==> src/rtl/wsplit_pkg.sv <==
package wsplit_pkg;
    typedef enum logic {
        S_IDLE = 1'b0,
        S_EMIT = 1'b1
    } split_state_t;
endpackage

==> src/rtl/wsplit_rr_arb.sv <==
module wsplit_rr_arb #(
    parameter int N = 4
) (
    input  logic                 clk,
    input  logic                 rst_n,
    input  logic [N-1:0]         req,
    input  logic                 adv,
    output logic                 any,
    output logic [$clog2(N)-1:0] gnt_idx
);
    localparam int IW = $clog2(N);

    logic [IW-1:0] ptr;
    logic [IW:0]   sum;

    always_comb begin
        any     = 1'b0;
        gnt_idx = '0;
        sum     = '0;
        for (int off = N - 1; off >= 0; off--) begin
            sum = {1'b0, ptr} + (IW + 1)'(off);
            if (sum >= (IW + 1)'(N)) sum = sum - (IW + 1)'(N);
            if (req[sum[IW-1:0]]) begin
                any     = 1'b1;
                gnt_idx = sum[IW-1:0];
            end
        end
    end

    always_ff @(posedge clk) begin
        if (!rst_n)
            ptr <= '0;
        else if (adv && any)
            ptr <= (gnt_idx == IW'(N - 1)) ? '0 : gnt_idx + 1'b1;
    end
endmodule

==> src/rtl/wsplit_mask_gen.sv <==
module wsplit_mask_gen #(
    parameter int LANES = 64
) (
    input  logic                       is_last,
    input  logic [$clog2(LANES)-1:0]   last_lane,
    output logic [LANES-1:0]           mask
);
    localparam int SH = $clog2(LANES);
    logic [SH-1:0] drop;

    always_comb begin
        drop = ~last_lane;
        mask = is_last ? ({LANES{1'b1}} >> drop) : {LANES{1'b1}};
    end
endmodule

==> src/rtl/wave_splitter.sv <==
module wave_splitter
    import wsplit_pkg::*;
#(
    parameter int NQ      = 4,
    parameter int NCU     = 4,
    parameter int LANES   = 64,
    parameter int MAX_GSZ = 1024,
    parameter int GRP_W   = 16,
    localparam int GSZ_W  = $clog2(MAX_GSZ),
    localparam int LANE_SH = $clog2(LANES),
    localparam int WIDX_W = GSZ_W - LANE_SH,
    localparam int TID_W  = GRP_W + GSZ_W,
    localparam int Q_W    = $clog2(NQ),
    localparam int CU_W   = $clog2(NCU)
) (
    input  logic                   clk,
    input  logic                   rst_n,
    input  logic [NQ-1:0]          q_valid,
    output logic [NQ-1:0]          q_ready,
    input  logic [NQ*GRP_W-1:0]    q_groups_m1,
    input  logic [NQ*GSZ_W-1:0]    q_gsize_m1,
    input  logic [NCU-1:0]         cu_ready,
    input  logic [NCU-1:0]         cu_accept,
    output logic                   wave_valid,
    output logic [CU_W-1:0]        wave_cu,
    output logic [Q_W-1:0]         wave_queue,
    output logic [GRP_W-1:0]       wave_group,
    output logic [WIDX_W-1:0]      wave_idx,
    output logic [TID_W-1:0]       wave_tid,
    output logic [LANES-1:0]       wave_mask,
    output logic                   done,
    output logic [Q_W-1:0]         done_queue
);
    split_state_t state, state_nxt;

    logic [NQ-1:0]             busy;
    logic [NQ-1:0][GSZ_W-1:0]  sz_m1;
    logic [NQ-1:0][GRP_W-1:0]  grps_m1;
    logic [NQ-1:0][GRP_W-1:0]  nxt_grp;
    logic [NQ-1:0][TID_W-1:0]  base;

    logic [Q_W-1:0]    cur_q;
    logic [CU_W-1:0]   cur_cu;
    logic [WIDX_W-1:0] widx;
    logic              done_r;
    logic [Q_W-1:0]    done_q_r;

    logic            q_any, cu_any, pick, acc, last_wave, last_group, grp_end;
    logic [Q_W-1:0]  q_gnt;
    logic [CU_W-1:0] cu_gnt;

    wsplit_rr_arb #(.N(NQ)) u_q_arb (
        .clk(clk), .rst_n(rst_n), .req(busy), .adv(pick),
        .any(q_any), .gnt_idx(q_gnt)
    );

    wsplit_rr_arb #(.N(NCU)) u_cu_arb (
        .clk(clk), .rst_n(rst_n), .req(cu_ready), .adv(pick),
        .any(cu_any), .gnt_idx(cu_gnt)
    );

    wsplit_mask_gen #(.LANES(LANES)) u_mask (
        .is_last(last_wave), .last_lane(sz_m1[cur_q][LANE_SH-1:0]),
        .mask(wave_mask)
    );

    always_comb begin
        pick       = (state == S_IDLE) && q_any && cu_any;
        acc        = (state == S_EMIT) && cu_accept[cur_cu];
        last_wave  = (widx == sz_m1[cur_q][GSZ_W-1:LANE_SH]);
        last_group = (nxt_grp[cur_q] == grps_m1[cur_q]);
        grp_end    = acc && last_wave;
    end

    // Per-queue command slots
    for (genvar i = 0; i < NQ; i++) begin : g_slot
        always_ff @(posedge clk) begin
            if (!rst_n) begin
                busy[i]    <= 1'b0;
                sz_m1[i]   <= '0;
                grps_m1[i] <= '0;
                nxt_grp[i] <= '0;
                base[i]    <= '0;
            end else if (q_valid[i] && !busy[i]) begin
                busy[i]    <= 1'b1;
                sz_m1[i]   <= q_gsize_m1[i*GSZ_W +: GSZ_W];
                grps_m1[i] <= q_groups_m1[i*GRP_W +: GRP_W];
                nxt_grp[i] <= '0;
                base[i]    <= '0;
            end else if (grp_end && cur_q == Q_W'(i)) begin
                nxt_grp[i] <= nxt_grp[i] + 1'b1;
                base[i]    <= base[i] + TID_W'(sz_m1[i]) + 1'b1;
                if (last_group) busy[i] <= 1'b0;
            end
        end
    end

    // State register and per-group datapath registers
    always_ff @(posedge clk) begin
        if (!rst_n) begin
            state    <= S_IDLE;
            cur_q    <= '0;
            cur_cu   <= '0;
            widx     <= '0;
            done_r   <= 1'b0;
            done_q_r <= '0;
        end else begin
            state  <= state_nxt;
            done_r <= grp_end && last_group;
            if (grp_end) done_q_r <= cur_q;
            if (pick) begin
                cur_q  <= q_gnt;
                cur_cu <= cu_gnt;
                widx   <= '0;
            end else if (acc && !last_wave) begin
                widx <= widx + 1'b1;
            end
        end
    end

    // Next-state logic
    always_comb begin
        state_nxt = state;
        unique case (state)
            S_IDLE: if (pick) state_nxt = S_EMIT;
            S_EMIT: if (grp_end) state_nxt = S_IDLE;
            default: state_nxt = S_IDLE;
        endcase
    end

    // Outputs
    always_comb begin
        q_ready    = ~busy;
        wave_valid = (state == S_EMIT);
        wave_cu    = cur_cu;
        wave_queue = cur_q;
        wave_group = nxt_grp[cur_q];
        wave_idx   = widx;
        wave_tid   = base[cur_q] + TID_W'({widx, {LANE_SH{1'b0}}});
        done       = done_r;
        done_queue = done_q_r;
    end

    AST_HOLD_STABLE: assert property (@(posedge clk) disable iff (!rst_n) (wave_valid && !cu_accept[wave_cu]) |=> (wave_valid && $stable(wave_tid) && $stable(wave_mask) && $stable(wave_cu)));
    AST_GROUP_SAME_CU: assert property (@(posedge clk) disable iff (!rst_n) (wave_valid && wave_idx != '0) |-> (wave_cu == $past(wave_cu)));
    AST_PICK_READY_CU: assert property (@(posedge clk) disable iff (!rst_n) $rose(wave_valid) |-> (($past(cu_ready) >> wave_cu) & NCU'(1)) != '0);
    AST_MASK_LOW_LANES: assert property (@(posedge clk) disable iff (!rst_n) wave_valid |-> (wave_mask[0] && ((wave_mask & (wave_mask + 1'b1)) == '0)));
    AST_DONE_SINGLE: assert property (@(posedge clk) disable iff (!rst_n) done |=> !done);
    AST_SRC_BUSY: assert property (@(posedge clk) disable iff (!rst_n) wave_valid |-> !q_ready[wave_queue]);
endmodule

==> config.mk <==
export PLATFORM = sky130hd
export DESIGN_NAME = wave_splitter
export DESIGN_NICKNAME = d
export VERILOG_FILES = /design/src/rtl/wsplit_pkg.sv /design/src/rtl/wsplit_rr_arb.sv /design/src/rtl/wsplit_mask_gen.sv /design/src/rtl/wave_splitter.sv
export SDC_FILE = /design/constraint.sdc
export NUM_CORES = 1
export LEC_CHECK = 0
export ABC_CLOCK_PERIOD_IN_PS = 3990
export BUFFER_PORTS_ARGS = -buffer_cell sky130_fd_sc_hd__buf_2
export CORE_AREA = 4 4 180 182
export DETAILED_ROUTE_END_ITERATION = 16
export DIE_AREA = 0 0 184 186
export PLACE_DENSITY = 0.86
export SYNTH_ARGS = -nofsm -noshare
export SYNTH_HDL_FRONTEND = slang
export SYNTH_SLANG_ARGS = --single-unit
==> constraint.sdc <==
create_clock -name clk -period 3.99 [get_ports clk]
set_input_delay 0.1995 -clock clk [delete_from_list [all_inputs] [get_ports clk]]
set_output_delay 0.1995 -clock clk [all_outputs]
set_load 0.005 [all_outputs]
== Yosys cells after proc, flatten, opt, wreduce, memory -nomap -nowiden ==
Cells that the tools add are included.
Storage, ports and cells
  output and inout port bits: 122
  input bits: 118
  register bits after elaboration: 292
  logic and storage cells: 192
Cells by class
  bitwise gates (word level): 4
  shift operators: 1
  magnitude comparators: 18
  multiplexer cells: 65
  $add $sub $neg: 30
  equality and inequality tests: 7
  reduce and logical (&&, ||, !) cells: 39
Operators with widths (number)
  $add 26x10->26: 5
  $add 26x1->26 const B: 4
  $add 16x1->16 const B: 4
  $bmux 16 s2: 2
  $mux 64: 1
  $shr 64x6->64 const A: 1
  $bmux 26 s2: 1
  $mux 2: 18
  $mux 16: 2
  $lt 2x3->1 const B: 10
  $mux 1: 28
  $mux 26: 1
  $bmux 10 s2: 1
  $bmux 1 s2: 9
  $ge 3x3->1 const B: 6
  $eq 16x16->1: 1
  $logic_and 1x1->1: 16
  $reduce_bool 2->1: 8
  $sub 2x1->2 const B: 8
  $add 2x2->3 const B: 4
  $mux 10: 1
  $reduce_or 2->1: 5
  $eq 2x2->1 const B: 4
  $reduce_and 2->1: 4
  other kinds (12): 20

== Logic depth before layout (Yosys ltp) ==
Gate-level depths: netlist of run 1.
  word-level depth: 13
  depth in mapped cells: 15
  gate-level depth less buffers: 10

== Hierarchy ==
Synthesis of run 1 repeated with hierarchy kept, for this count alone.
Second synthesis, totals
  cells, all modules: 1934
  area total of the unflattened synthesis: 16074.2 µm²
By module, submodules not included
  wave_splitter: instances 1, area an instance 15165.8 µm², cells an instance 1774, sequential area each 5765.5 µm²
  wsplit_mask_gen: instances 1, area an instance 573.0 µm², cells an instance 110, sequential area each 0.0 µm²
  wsplit_rr_arb: instances 2, area an instance 167.7 µm², cells an instance 25, sequential area each 40.0 µm²

== Least setup slack after synthesis of run 1 ==
Ideal clock, no wire load.
  path type: reg-to-output
  from: reg cur_q[0] (netlist: wave_queue[0])
  to: out wave_tid[25]
  setup slack: 0.225 ns
  cell stages (with the launch flop): 13
  path buffers: 5
  required time: 3.790 ns
  arrival time: 3.565 ns
  path through: dfxtp_1 buf_6 buf_2 buf_4 buf_2 buf_1 mux4_2 ha_1 a21o_1 a21oi_1 nor3_1 nand3_1 xnor2_1
On the way
  word-level cells in the longest chain between the ends: 3
Ends and longest elaborated chain
  start, declared: RTL line wave_splitter.sv:42  | logic [Q_W-1:0] cur_q;
  start signal, assigned: RTL line wave_splitter.sv:112  | cur_q <= q_gnt;
  $bmux 26 s2: RTL line wave_splitter.sv:139  | wave_tid = base[cur_q] + TID_W'({widx, {LANE_SH{1'b0}}});
  $mux 26 (not written as such): RTL line wave_splitter.sv:139
  $add 26x10->26: RTL line wave_splitter.sv:139
  end, declared: RTL line wave_splitter.sv:29  | output logic [TID_W-1:0] wave_tid,
No other way between the ends. The select of a mux whose other input is x is not followed.

== Worst setup path in the final report of run 1 ==
  from: reg cur_q[1] (netlist: wave_queue[1])
  to: out wave_mask[55]
On the way
  word-level cells in the longest chain between the ends: 5
  elaborated cells between the ends (all ways): 6
  classes of those cells: 1 x eq/ne; 1 x shift; 3 x mux; 1 x bitwise
Ends and longest elaborated chain
  $bmux 10 s2 (*): RTL line wave_splitter.sv:63, wave_splitter.sv:70
  $mux 10 (not written as such) (*): RTL line wave_splitter.sv:70  | last_wave = (widx == sz_m1[cur_q][GSZ_W-1:LANE_SH]);
  $not 6->6: RTL line wsplit_mask_gen.sv:12  | drop = ~last_lane;
  $shr 64x6->64: RTL line wsplit_mask_gen.sv:13  | mask = is_last ? ({LANES{1'b1}} >> drop) : {LANES{1'b1}};
  $mux 64 (*): RTL line wsplit_mask_gen.sv:13
  end, declared: RTL line wave_splitter.sv:30  | output logic [LANES-1:0] wave_mask,
Mark *: on every way between the ends. The rest lies on a longest branch, timed or not. The select of a mux whose other input is x is not followed.

==> run summary, run 1 <==
================================================================================
Predominant post-synthesis flop cell .............................. sky130_fd_sc_hd__dfxtp_1
Crit path capture type ............................................   output pin
Global-route wire length before repair ............................     89400 µm
Synth warnings ....................................................            0
Cells along the critical path ..................................... mux4_2 > xnor2_2 > nand2_1 > nor2_2 > o21ai_0 > buf_2
Nets in the synthesized netlist ...................................         2149
Area of the die ...................................................    34200 µm²
Number of enable-type register cells in the synthesized netlist ...            0
Vias in the first global route ....................................        16907
Post-route ant nets ...............................................            0
Drt wl/cell .......................................................      21.0 µm
Iteration-0 DRC Markers ...........................................         1966
Detailed Routing Iterations Pass 1 ................................            6
Post-route minimum period .........................................      3.74 ns
Skew-Pair Late Insertion Delay ....................................      0.57 ns
Fraction of the core area covered by cells at the end of the flow .        66.7%
Worst-Margin Slew .................................................      1.27 ns
Antenna violations before repair ..................................            1
Clock tree from TritonCTS .........................................        built
Worst endpoint data arrival time ..................................      3.54 ns
Data required time at the worst endpoint ..........................      3.79 ns
Crit Path Max Fanout ..............................................           41
Net load switching power ..........................................    0.00218 W
Path category of the worst min-delay check ........................       in2reg
Fraction of registers with async set or reset after synthesis .....           0%
Layout overhead on the synthesized area ...........................        21.3%
Post-detailed-routing wire length .................................     56600 µm
Post-Route Setup TNS ..............................................         0 ns
Chip height .......................................................       186 µm
Number of library cell types mapped by synthesis ..................           68
Slowest stage cell, crit path ..................................... sky130_fd_sc_hd__dfxtp_4
Clock Power Share .................................................        38.0%
Reg power frac ....................................................        42.0%
Largest area contributor in the synthesized netlist ............... sky130_fd_sc_hd__dfxtp_1
Placer Congestion .................................................        0.959
Count of antenna diodes in the layout .............................            0
Proportion of netlist area held by the largest area contributor ...        34.8%
Global Route Usage Sum ............................................        32.2%
Worst IR drop on VDD ..............................................     0.402 mV
RSZ-0062 raised after global routing ..............................           no
Count of final setup violators ....................................            0
Internal power summed over all cells ..............................    0.00521 W
Logic gate share of total power ...................................        20.0%
Buffers and inverters on the worst path ...........................            1
Switching power share of the total ................................        29.5%
Stage delay of the slowest cell on the critical path ..............      0.68 ns
Final Total Pwr ...................................................    0.00739 W
Cell type group with the largest total delay on the critical path . simple AND/OR/NAND/NOR gates
Num Clock Sinks ...................................................          292
Count of vias placed by the detailed router .......................        17249
Top cells by area in the synthesized netlist ...................... sky130_fd_sc_hd__dfxtp_1 (35%), sky130_fd_sc_hd__mux4_2 (9.0%), sky130_fd_sc_hd__nand2_1 (8.2%), sky130_fd_sc_hd__a21boi_0 (4.9%), sky130_fd_sc_hd__xnor2_1 (4.5%)
Average footprint of a synthesized cell ...........................     8.50 µm²
Clock tree skew after final layout ................................    0.0164 ns
Sequential fraction of the synthesis area .........................        34.8%
Post-synthesis cell area ..........................................    16800 µm²
Starting density of the core ......................................        55.0%
Library cell used as clock root buffer ............................ sky130_fd_sc_hd__clkbuf_16
Remaining global-route overflow ...................................            0
Count of input and output buffers .................................          238
Setup Crit Path Kind ..............................................      reg2out
Placeable core area ...............................................    30600 µm²
Post-placement cell area ..........................................    18300 µm²
Count of endpoints failing hold in the final timing report ........            0
Max-capacitance violation count ...................................            0
Clock-pin slew on the worst setup and hold paths ..................      0.07 ns
Commonest cells in the netlist .................................... sky130_fd_sc_hd__nand2_1 (367), sky130_fd_sc_hd__dfxtp_1 (292), sky130_fd_sc_hd__a21oi_1 (130)
Total Nets Final ..................................................         2451
Die extent in x ...................................................       184 µm
Filler cell count in the final layout .............................         2271
Via count normalized by instance count ............................         6.40
Layout cell share with drive strength beyond 1 ....................        18.4%
Half-perimeter wire length after placement ........................     37900 µm
Leading cell type by number of instances after synthesis .......... sky130_fd_sc_hd__nand2_1
DRC viols .........................................................            0
I/O pin count .....................................................          240
Kind of start point of the critical path ..........................         flop
Cells after Synth .................................................         1977
Pwr/cell area .....................................................   362 nW/µm²
Leakage power summed over all cells ...............................      7.56 nW
Buffers from clock root to sink, at most ..........................            3
Cell area after layout ............................................    20400 µm²
Slew Viols, Final .................................................            0
Yosys reg bits ....................................................          292
Result of the run ................................................. complete, no violations
Period utilization ................................................        93.8%
H-tree levels .....................................................            1
Pin count of the biggest net entering global routing ..............           73
FP Rows ...........................................................           64
CTS buffer count ..................................................           30
Max Clock Freq ....................................................      267 MHz
Normalized max-slew margin ........................................        15.5%
================================================================================
==> routing by layer <==
metal | up-vias | part of all wire (%) | global-route usage, %
met3 | 208 | 11 | 7.23
met2 | 1125 | 48 | 54.6
met4 | 2 | 4.4 | 13.2
met1 | 8180 | 36 | 39.8
li1 | 7734 | - | -
met5 | - | 0.023 | 0
==> repair_timing <==
action,4_1_cts,5_1_grt
setup buffers,0,0
resized for setup,0,4
hold buffers,107,0
setup endpoints to repair,0,27
endpoints found under the hold margin,107,0
==> state kept, by name, indices dropped and copies added, names as in the netlist <==
name	cells
base	104
grps_m1	64
nxt_grp	64
sz_m1	40
busy	4
wave_idx	4
done_queue	2
u_cu_arb.ptr	2
u_q_arb.ptr	2
wave_cu	2
wave_queue	2
done	1
wave_valid	1
==> layout make-up <==
class / count / area [µm²] / area share [%]
Multi-Input combinational cell: 1510 / 10300 / 50.4
Sequential cell: 292 / 5850 / 28.7
Timing Repair Buffer: 386 / 2570 / 12.6
Clock buffer: 46 / 932 / 4.57
Tap cell: 396 / 495 / 2.43
Inverter: 59 / 221 / 1.09
Clock inverter: 7 / 35.0 / 0.172
==> final timing paths <==
path	from	to	slack, ns	cells past startpoint
setup reg to reg	wave_queue[1]	base[64]	0.44	7
hold reg to reg	grps_m1[32]	grps_m1[32]	0.47	2
setup / recovery	wave_queue[1]	wave_mask[55]	0.25	6
hold / removal	q_valid[2]	busy[2]	0.02	3
==> worst reg2reg max path, delay by kind of cell (launching register included) <==
family | cells | cell delay, ns
xor gates and xnor gates | 1 | 0.24
buffers and inverters | 1 | 0.33
DFF | 1 | 0.68
AOI/OAI and AO/OA | 2 | 0.52
and+or+nand+nor | 2 | 1.19
muxes | 1 | 0.46
==> logic make-up (layout without fill, tap and decap cells) <==
kind of cell / count (synthesis) / after routing / synth area share, %
flip-flops: 292 / 292 / 34.8
other: 1 / 1 / 0.0223
AND/OR/NAND/NOR: 802 / 802 / 22.9
adder cells (fa/ha/maj): 54 / 54 / 4.24
multiplexers: 80 / 80 / 9.76
AO/OA/AOI/OAI: 454 / 454 / 17.7
buffers and inverters: 175 / 498 / 4.29
XOR/XNOR: 119 / 119 / 6.33
==> power by group through the flow <==
stage | clock, W | sequential [W] | combinational (W)
detailed placement | 0 | 0.00316 | 0.00134
global route | 0.00292 | 0.00311 | 0.00158
CTS | 0.00278 | 0.00310 | 0.00143
global placement | 0 | 0.00315 | 0.00131
finish | 0.00280 | 0.00310 | 0.00148
floorplan | 0 | 0.00311 | 0.000826
==> layout by cell type, fill, tap and decap left out, drive strengths merged, types with 59 or more instances in the layout <==
master / n
o31ai: 60
inv: 59
nor2: 116
a21oi: 130
xnor2: 89
dlygate4sd3: 107
mux4: 67
nand2: 367
o21ai: 59
or4: 59
dfxtp: 292
buf: 279
a21boi: 109
==> metrics by stage <==
stage                     instances  setup WS (ns)  hold WS [ns]
after floorplan                1977          0.225         0.344
after global placement         2536          0.648         0.449
after detailed placement       2536          0.580         0.455
after CTS                      2696         0.0253        0.0162
after global routing           2696         0.0308        0.0522
final                          2696          0.246        0.0236
Note: power is estimated with default switching activity, not from simulation.
==> inputs of run 2 (changes only) <==
CORE_AREA = 4 4 176 178   (was 4 4 180 182)
DIE_AREA = 0 0 180 182   (was 0 0 184 186)
SYNTH_HIERARCHICAL = 1   (was default)
==> run summary, run 2 <==
==================================================================================
Cell type group with the largest total delay on the critical path ... buffers and inverters
Capturing instance or port of the critical path ..................... wave_mask[22]
Fraction of registers with async set or reset after synthesis .......           0%
I/O pin count .......................................................          240
Nets in the synthesized netlist .....................................         2106
Pwr/cell area .......................................................   382 nW/µm²
Path category of the worst min-delay check ..........................       in2reg
Starting density of the core ........................................        54.7%
RSZ-0062 raised after global routing ................................           no
Count of final setup violators ......................................            0
Count of input and output buffers ...................................          238
Iteration-0 DRC Markers .............................................         1799
Layout overhead on the synthesized area .............................        22.8%
Crit path capture type ..............................................   output pin
Placeable core area .................................................    29400 µm²
Result of the run ................................................... complete, no violations
H-tree levels .......................................................            1
Register name with the most flops ...................................         base
Most frequent cells in the layout ................................... sky130_fd_sc_hd__nand2_1 (389), sky130_fd_sc_hd__dfxtp_1 (290), sky130_fd_sc_hd__buf_2 (238)
Setup Crit Path Kind ................................................      reg2out
Total Nets Final ....................................................         2414
Area of the die .....................................................    32800 µm²
Source of the critical timing path .................................. wave_queue[1]
Die extent in x .....................................................       180 µm
Cells after Synth ...................................................         1934
Predominant post-synthesis flop cell ................................ sky130_fd_sc_hd__dfxtp_1
Data required time at the worst endpoint ............................      3.79 ns
Stages on worst setup path ..........................................            9
Worst endpoint data arrival time ....................................      3.59 ns
Commonest cells in the netlist ...................................... sky130_fd_sc_hd__nand2_1 (389), sky130_fd_sc_hd__dfxtp_1 (292), sky130_fd_sc_hd__a21oi_1 (195)
Stage delay of the slowest cell on the critical path ................      0.62 ns
Post-Route Setup TNS ................................................         0 ns
Leakage power summed over all cells .................................      7.64 nW
Registers with the most flip-flops .................................. base x104, grps_m1 x64, nxt_grp x64
Crit Path Max Fanout ................................................           27
Remaining global-route overflow .....................................            0
Depth of the worst register-to-register path ........................            7
R2r startpoint ...................................................... wave_queue[1]
Pin count of the biggest net entering global routing ................           56
Normalized max-slew margin ..........................................        20.6%
Clock tree skew after final layout ..................................    0.0217 ns
Cells along the critical path ....................................... mux4_1 > xnor2_1 > nand4_2 > inv_2 > buf_4 > nor2b_1 > buf_4 > o21ai_0 > buf_2
Post-detailed-routing wire length ...................................     53200 µm
Setup slack on the worst flop-to-flop path ..........................      0.66 ns
Max Clock Freq ......................................................      264 MHz
Post-synthesis cell area ............................................    16100 µm²
Top cells by area in the synthesized netlist ........................ sky130_fd_sc_hd__dfxtp_1 (36%), sky130_fd_sc_hd__mux4_2 (9.5%), sky130_fd_sc_hd__nand2_1 (9.1%), sky130_fd_sc_hd__xnor2_1 (6.1%), sky130_fd_sc_hd__a21oi_1 (6.1%)
Leading cell type by number of instances after synthesis ............ sky130_fd_sc_hd__nand2_1
Layout cell share with drive strength beyond 1 ......................        18.5%
Placer Congestion ...................................................        0.941
Post-route minimum period ...........................................      3.79 ns
Sequential fraction of the synthesis area ...........................        36.4%
Count of endpoints failing hold in the final timing report ..........            0
Average footprint of a synthesized cell .............................     8.31 µm²
Synth warnings ......................................................            6
Most repeated library cell on the critical path ..................... sky130_fd_sc_hd__buf_4
Buffers and inverters on the worst path .............................            4
Kind of start point of the critical path ............................         flop
Most common cell after layout, fill and taps aside .................. sky130_fd_sc_hd__nand2_1
Number of enable-type register cells in the synthesized netlist .....            0
Chip height .........................................................       182 µm
Period utilization ..................................................        95.0%
Max-capacitance violation count .....................................            0
Detailed Routing Iterations Pass 1 ..................................            7
Count of vias placed by the detailed router .........................        16394
Proportion of netlist area held by the largest area contributor .....        36.4%
Clock-pin slew on the worst setup and hold paths ....................      0.06 ns
Num Clock Sinks .....................................................          292
Via count normalized by instance count ..............................         6.18
Reg2reg end .........................................................     base[25]
Skew-Pair Late Insertion Delay ......................................      0.58 ns
Number of library cell types mapped by synthesis ....................           66
Largest area contributor in the synthesized netlist ................. sky130_fd_sc_hd__dfxtp_1
Flip-flop count of the largest register, all copies and words added .          104
Slew Viols, Final ...................................................            0
Count of antenna diodes in the layout ...............................            0
Worst-Margin Slew ...................................................      1.19 ns
Antenna violations before repair ....................................            0
Slowest stage cell, crit path ....................................... sky130_fd_sc_hd__mux4_1
Buffers from clock root to sink, at most ............................            3
Library cell used as clock root buffer .............................. sky130_fd_sc_hd__clkbuf_16
Final Total Pwr .....................................................    0.00754 W
Yosys reg bits ......................................................          292
CTS buffer count ....................................................           30
Clock tree from TritonCTS ...........................................        built
Global-route wire length before repair ..............................     83100 µm
Worst IR drop on VDD ................................................     0.289 mV
Drt wl/cell .........................................................      20.1 µm
Half-perimeter wire length after placement ..........................     36200 µm
FP Rows .............................................................           63
Global Route Usage Sum ..............................................        30.7%
DRC viols ...........................................................            0
Post-route ant nets .................................................            0
Vias in the first global route ......................................        15664
==================================================================================
[run 2: worst min path at each step]
stage | cells past startpoint | start | endpoint
finish | 5 | cu_ready[3] | wave_cu[1]
global route | 5 | cu_ready[3] | wave_cu[1]
CTS | 5 | cu_ready[3] | wave_cu[1]
detailed placement | 2 | grps_m1[57] | grps_m1[57]
global placement | 2 | grps_m1[15] | grps_m1[15]
floorplan | 2 | rst_n | u_cu_arb/ptr[0]
[run 2: repair_timing]
| item | CTS | global route |
|---|---|---|
| hold buffers | 105 | 0 |
| gates resized for setup | 0 | 2 |
| setup buffers | 1 | 1 |
| endpoints found under the setup margin | 2 | 13 |
| hold endpoints to repair | 105 | 0 |
[run 2: power by group]
group          leakage, nW  internal (W)  total (W)  switching [W]
logic                 4.74      0.000597    0.00141       0.000818
clock network        0.525       0.00180    0.00301        0.00121
registers             2.37       0.00300    0.00311       0.000109
[run 2: logic make-up (layout without fill, tap and decap cells)]
family	after synthesis	count (layout)	share of synthesized area, %
adders and majority gates	54	54	4.44
other	1	1	0.0233
DFF	292	292	36.4
buffers and inverters	165	493	4.18
xor gates and xnor gates	171	171	9.32
AOI/OAI and AO/OA	338	338	12.0
muxes	74	74	10.0
and+or+nand+nor	839	839	23.6
[run 2: worst register-to-register path, stage by stage, from the launching register on]
cell                      delay [ns]
sky130_fd_sc_hd__dfxtp_4        0.53
sky130_fd_sc_hd__mux4_1         0.62
sky130_fd_sc_hd__xnor2_1        0.20
sky130_fd_sc_hd__nand4_2        0.32
sky130_fd_sc_hd__or4_4          0.83
sky130_fd_sc_hd__nor4b_1        0.48
sky130_fd_sc_hd__xnor2_1        0.17
sky130_fd_sc_hd__nor2_1         0.05
[run 2: final cells by class]
type / instances / area (µm²)
multi-input cells: 1477 / 9570
clock inverters: 14 / 210
well taps: 390 / 488
clock buffers: 38 / 841
inverters: 63 / 238
flip-flops and latches: 292 / 5850
repair buffers: 378 / 2530
fillers: 2172 / 9670
[run 2: stage by stage]
step	hold slack, ns	worst slack (ns)	std cells	area, µm²	util, %
after floorplan	0.313	0.102	1934	16100	-
after global placement	0.440	0.674	2493	17600	59.8
after detailed placement	0.446	0.544	2493	17600	59.8
after CTS	0.0463	0.0843	2651	19700	67.0
after global routing	0.0793	0.0304	2652	19700	67.1
final	0.0596	0.201	2652	19700	67.1
[run 2: per-layer routing]
metal	track usage [%]	part of all wire, %	up-vias	routed length, µm
met1	39.6	38	7741	20100
met3	5.11	11	191	6060
li1	-	-	7334	-
met5	0	0	-	0
met4	11.8	4.2	0	2230
met2	51.7	47	1128	24800
==> inputs of run 3 (changes only) <==
--- a/config.mk
+++ b/config.mk
@@ -9,5 +9,6 @@
 export BUFFER_PORTS_ARGS = -buffer_cell sky130_fd_sc_hd__buf_2
-export CORE_AREA = 4 4 176 178
+export CORE_AREA = 4 4 180 182
 export DETAILED_ROUTE_END_ITERATION = 16
-export DIE_AREA = 0 0 180 182
+export DIE_AREA = 0 0 184 186
+export GPL_TIMING_DRIVEN = 0
 export PLACE_DENSITY = 0.86
@@ -15,3 +16,2 @@
 export SYNTH_HDL_FRONTEND = slang
-export SYNTH_HIERARCHICAL = 1
 export SYNTH_SLANG_ARGS = --single-unit
--- a/constraint.sdc
+++ b/constraint.sdc
@@ -3,2 +3,2 @@
 set_output_delay 0.1995 -clock clk [all_outputs]
-set_load 0.005 [all_outputs]
+set_load 0.02 [all_outputs]
==> run summary, run 3 (synthesis results as in run 1) <==
==================================================================================
Result of the run ................................................... complete, no violations
FP Rows .............................................................           64
Antenna violations before repair ....................................            6
Count of vias placed by the detailed router .........................        18051
Post-route ant nets .................................................            0
Reg2reg end .........................................................      base[6]
Terminating pin of the worst hold path ..............................   wave_cu[0]
Crit Path Max Fanout ................................................           10
Slowest stage cell, crit path ....................................... sky130_fd_sc_hd__nor4_1
Count of non-filler cells in the finished layout ....................         2782
Setup slack on the worst flop-to-flop path ..........................      0.20 ns
Data required time at the worst endpoint ............................      3.79 ns
Worst setup slack before clock tree synthesis .......................     -1.43 ns
Die extent in x .....................................................       184 µm
Final setup margin ..................................................    0.0669 ns
Leakage power summed over all cells .................................      7.68 nW
R2r startpoint ...................................................... wave_queue[0]
Flip-flop count of the largest register, all copies and words added .          104
Kind of start point of the critical path ............................         flop
Area of the die .....................................................    34200 µm²
Worst IR drop on VDD ................................................     0.358 mV
Cell type group with the largest total delay on the critical path ... buffers and inverters
Cells along the critical path ....................................... buf_6 > buf_8 > buf_4 > buf_4 > mux4_2 > nor4_1 > a21oi_1 > buf_2
Setup Crit Path Kind ................................................      reg2out
Starting density of the core ........................................        55.0%
Worst endpoint data arrival time ....................................      3.72 ns
RSZ-0062 raised after global routing ................................          yes
Stage delay of the slowest cell on the critical path ................      0.72 ns
Normalized max-slew margin ..........................................        17.1%
Pin count of the biggest net entering global routing ................           17
Layout overhead on the synthesized area .............................        23.6%
Pwr/cell area .......................................................   376 nW/µm²
Worst hold path cell count ..........................................            5
Path category of the worst min-delay check ..........................       in2reg
H-tree levels .......................................................            1
Worst-Margin Slew ...................................................      1.23 ns
Vias in the first global route ......................................        17558
Most common cell after layout, fill and taps aside .................. sky130_fd_sc_hd__nand2_1
Half-perimeter wire length after placement ..........................     43900 µm
Buffers from clock root to sink, at most ............................            3
Post-route minimum period ...........................................      3.92 ns
Crit path capture type ..............................................   output pin
Fraction of the core area covered by cells at the end of the flow ...        67.9%
Clock-pin slew on the worst setup and hold paths ....................      0.06 ns
Via count normalized by instance count ..............................         6.49
Detailed Routing Iterations Pass 1 ..................................            5
Post-detailed-routing wire length ...................................     62800 µm
Total Nets Final ....................................................         2531
DRC viols ...........................................................            0
Most frequent cells in the layout ................................... sky130_fd_sc_hd__nand2_1 (367), sky130_fd_sc_hd__dfxtp_1 (290), sky130_fd_sc_hd__buf_2 (249)
Placer Congestion ...................................................         1.00
Remaining global-route overflow .....................................            0
Count of final setup violators ......................................            0
Period utilization ..................................................        98.3%
CTS buffer count ....................................................           31
Chip height .........................................................       186 µm
Clock tree from TritonCTS ...........................................        built
Stages on worst setup path ..........................................            8
Buffers and inverters on the worst path .............................            5
Max Clock Freq ......................................................      255 MHz
Num Clock Sinks .....................................................          292
Slew Viols, Final ...................................................            0
Global-route wire length before repair ..............................     96100 µm
Depth of the worst register-to-register path ........................            9
Drt wl/cell .........................................................      22.6 µm
Hold wc startpoint ..................................................  cu_ready[3]
Count of input and output buffers ...................................          238
Iteration-0 DRC Markers .............................................         2463
Skew-Pair Late Insertion Delay ......................................      0.58 ns
Register name with the most flops ...................................         base
Library cell used as clock root buffer .............................. sky130_fd_sc_hd__clkbuf_16
Max-capacitance violation count .....................................            0
Most repeated library cell on the critical path ..................... sky130_fd_sc_hd__buf_4
Layout cell share with drive strength beyond 1 ......................        17.4%
Registers with the most flip-flops .................................. base x104, grps_m1 x64, nxt_grp x64
Cell count after placement ..........................................         2611
Global Route Usage Sum ..............................................        35.5%
Placeable core area .................................................    30600 µm²
I/O pin count .......................................................          240
Count of endpoints failing hold in the final timing report ..........            0
Clock tree skew after final layout ..................................    0.0108 ns
==================================================================================
[run 3: cell count changes in the layout (fill, tap and decap cells not counted), moves of 22 or more]
| cell | change |
|---|---|
| sky130_fd_sc_hd__a21boi_0 | +108 |
| sky130_fd_sc_hd__a21oi_1 | -67 |
| sky130_fd_sc_hd__buf_4 | -23 |
| sky130_fd_sc_hd__clkbuf_1 | +93 |
| sky130_fd_sc_hd__nand2_1 | -22 |
| sky130_fd_sc_hd__nor2_1 | -58 |
| sky130_fd_sc_hd__nor3_1 | -32 |
| sky130_fd_sc_hd__o31ai_1 | +54 |
| sky130_fd_sc_hd__or4_1 | +59 |
| sky130_fd_sc_hd__xnor2_1 | -27 |
| sky130_fd_sc_hd__xor2_1 | -29 |
[run 3: cell type report]
cell class	count	area [µm²]
Multi-Input combinational cell	1510	10300
Timing Repair Buffer	351	2310
Sequential cell	292	5850
Inverter	59	221
Clock inverter	8	80.1
Tap cell	396	495
Clock buffer	47	896
Buffer	114	578
Antenna cell	5	12.5
Fill cell	2307	9820
[run 3: worst max path at each step]
stage                        from       endpoint  slack (ns)
finish              wave_queue[0]  wave_mask[33]        0.07
global route        wave_queue[0]  wave_mask[39]       -0.01
CTS                 wave_queue[1]   wave_tid[20]        0.01
detailed placement  wave_queue[1]   wave_tid[20]       -1.43
global placement    wave_queue[1]   wave_tid[20]       -1.30
floorplan           wave_queue[1]   wave_tid[24]       0.005
[run 3: per-layer routing]
metal	vias to the layer above	global-route usage (%)	share of wire, %
met5	-	0	0.014
met4	2	18.9	6.7
met3	308	8.60	14
met2	1345	57.8	45
met1	8473	43.6	34
li1	7923	-	-
[run 3: what timing repair did]
| action | in CTS | in global routing |
|---|---|---|
| endpoints found under the setup margin | 67 | 39 |
| gates cloned | 0 | 0 |
| setup buffers | 1 | 4 |
| gates resized for setup | 35 | 13 |
| pin swaps | 1 | 4 |
| hold buffers | 108 | 0 |
| hold endpoints to repair | 108 | 0 |
[run 3: per-stage QoR]
stage	power [W]	setup TNS [ns]	instance area [µm²]	hold slack, ns
finish	0.00780	0	20800	0.0885
global route	0.00800	-0.0173	20800	0.131
CTS	0.00768	0	20700	0.0752
detailed placement	0.00483	-19.73	18500	0.457
global placement	0.00479	-17.82	18500	0.447
floorplan	0.00421	0	16800	0.344
[run 3: tightest hold or removal path, cell delays in order]
cell	delay (ns)
sky130_fd_sc_hd__buf_2	0.13
sky130_fd_sc_hd__nor2_1	0.08
sky130_fd_sc_hd__a211oi_1	0.08
sky130_fd_sc_hd__nand2_1	0.07
sky130_fd_sc_hd__a21boi_0	0.06
[run 3: report_power, final]
group          leakage (nW)  internal, W  total (W)  switching, W
Sequential             2.37      0.00300    0.00309     0.0000929
Clock                 0.484      0.00161    0.00282       0.00122
Combinational          4.83     0.000647    0.00189       0.00124
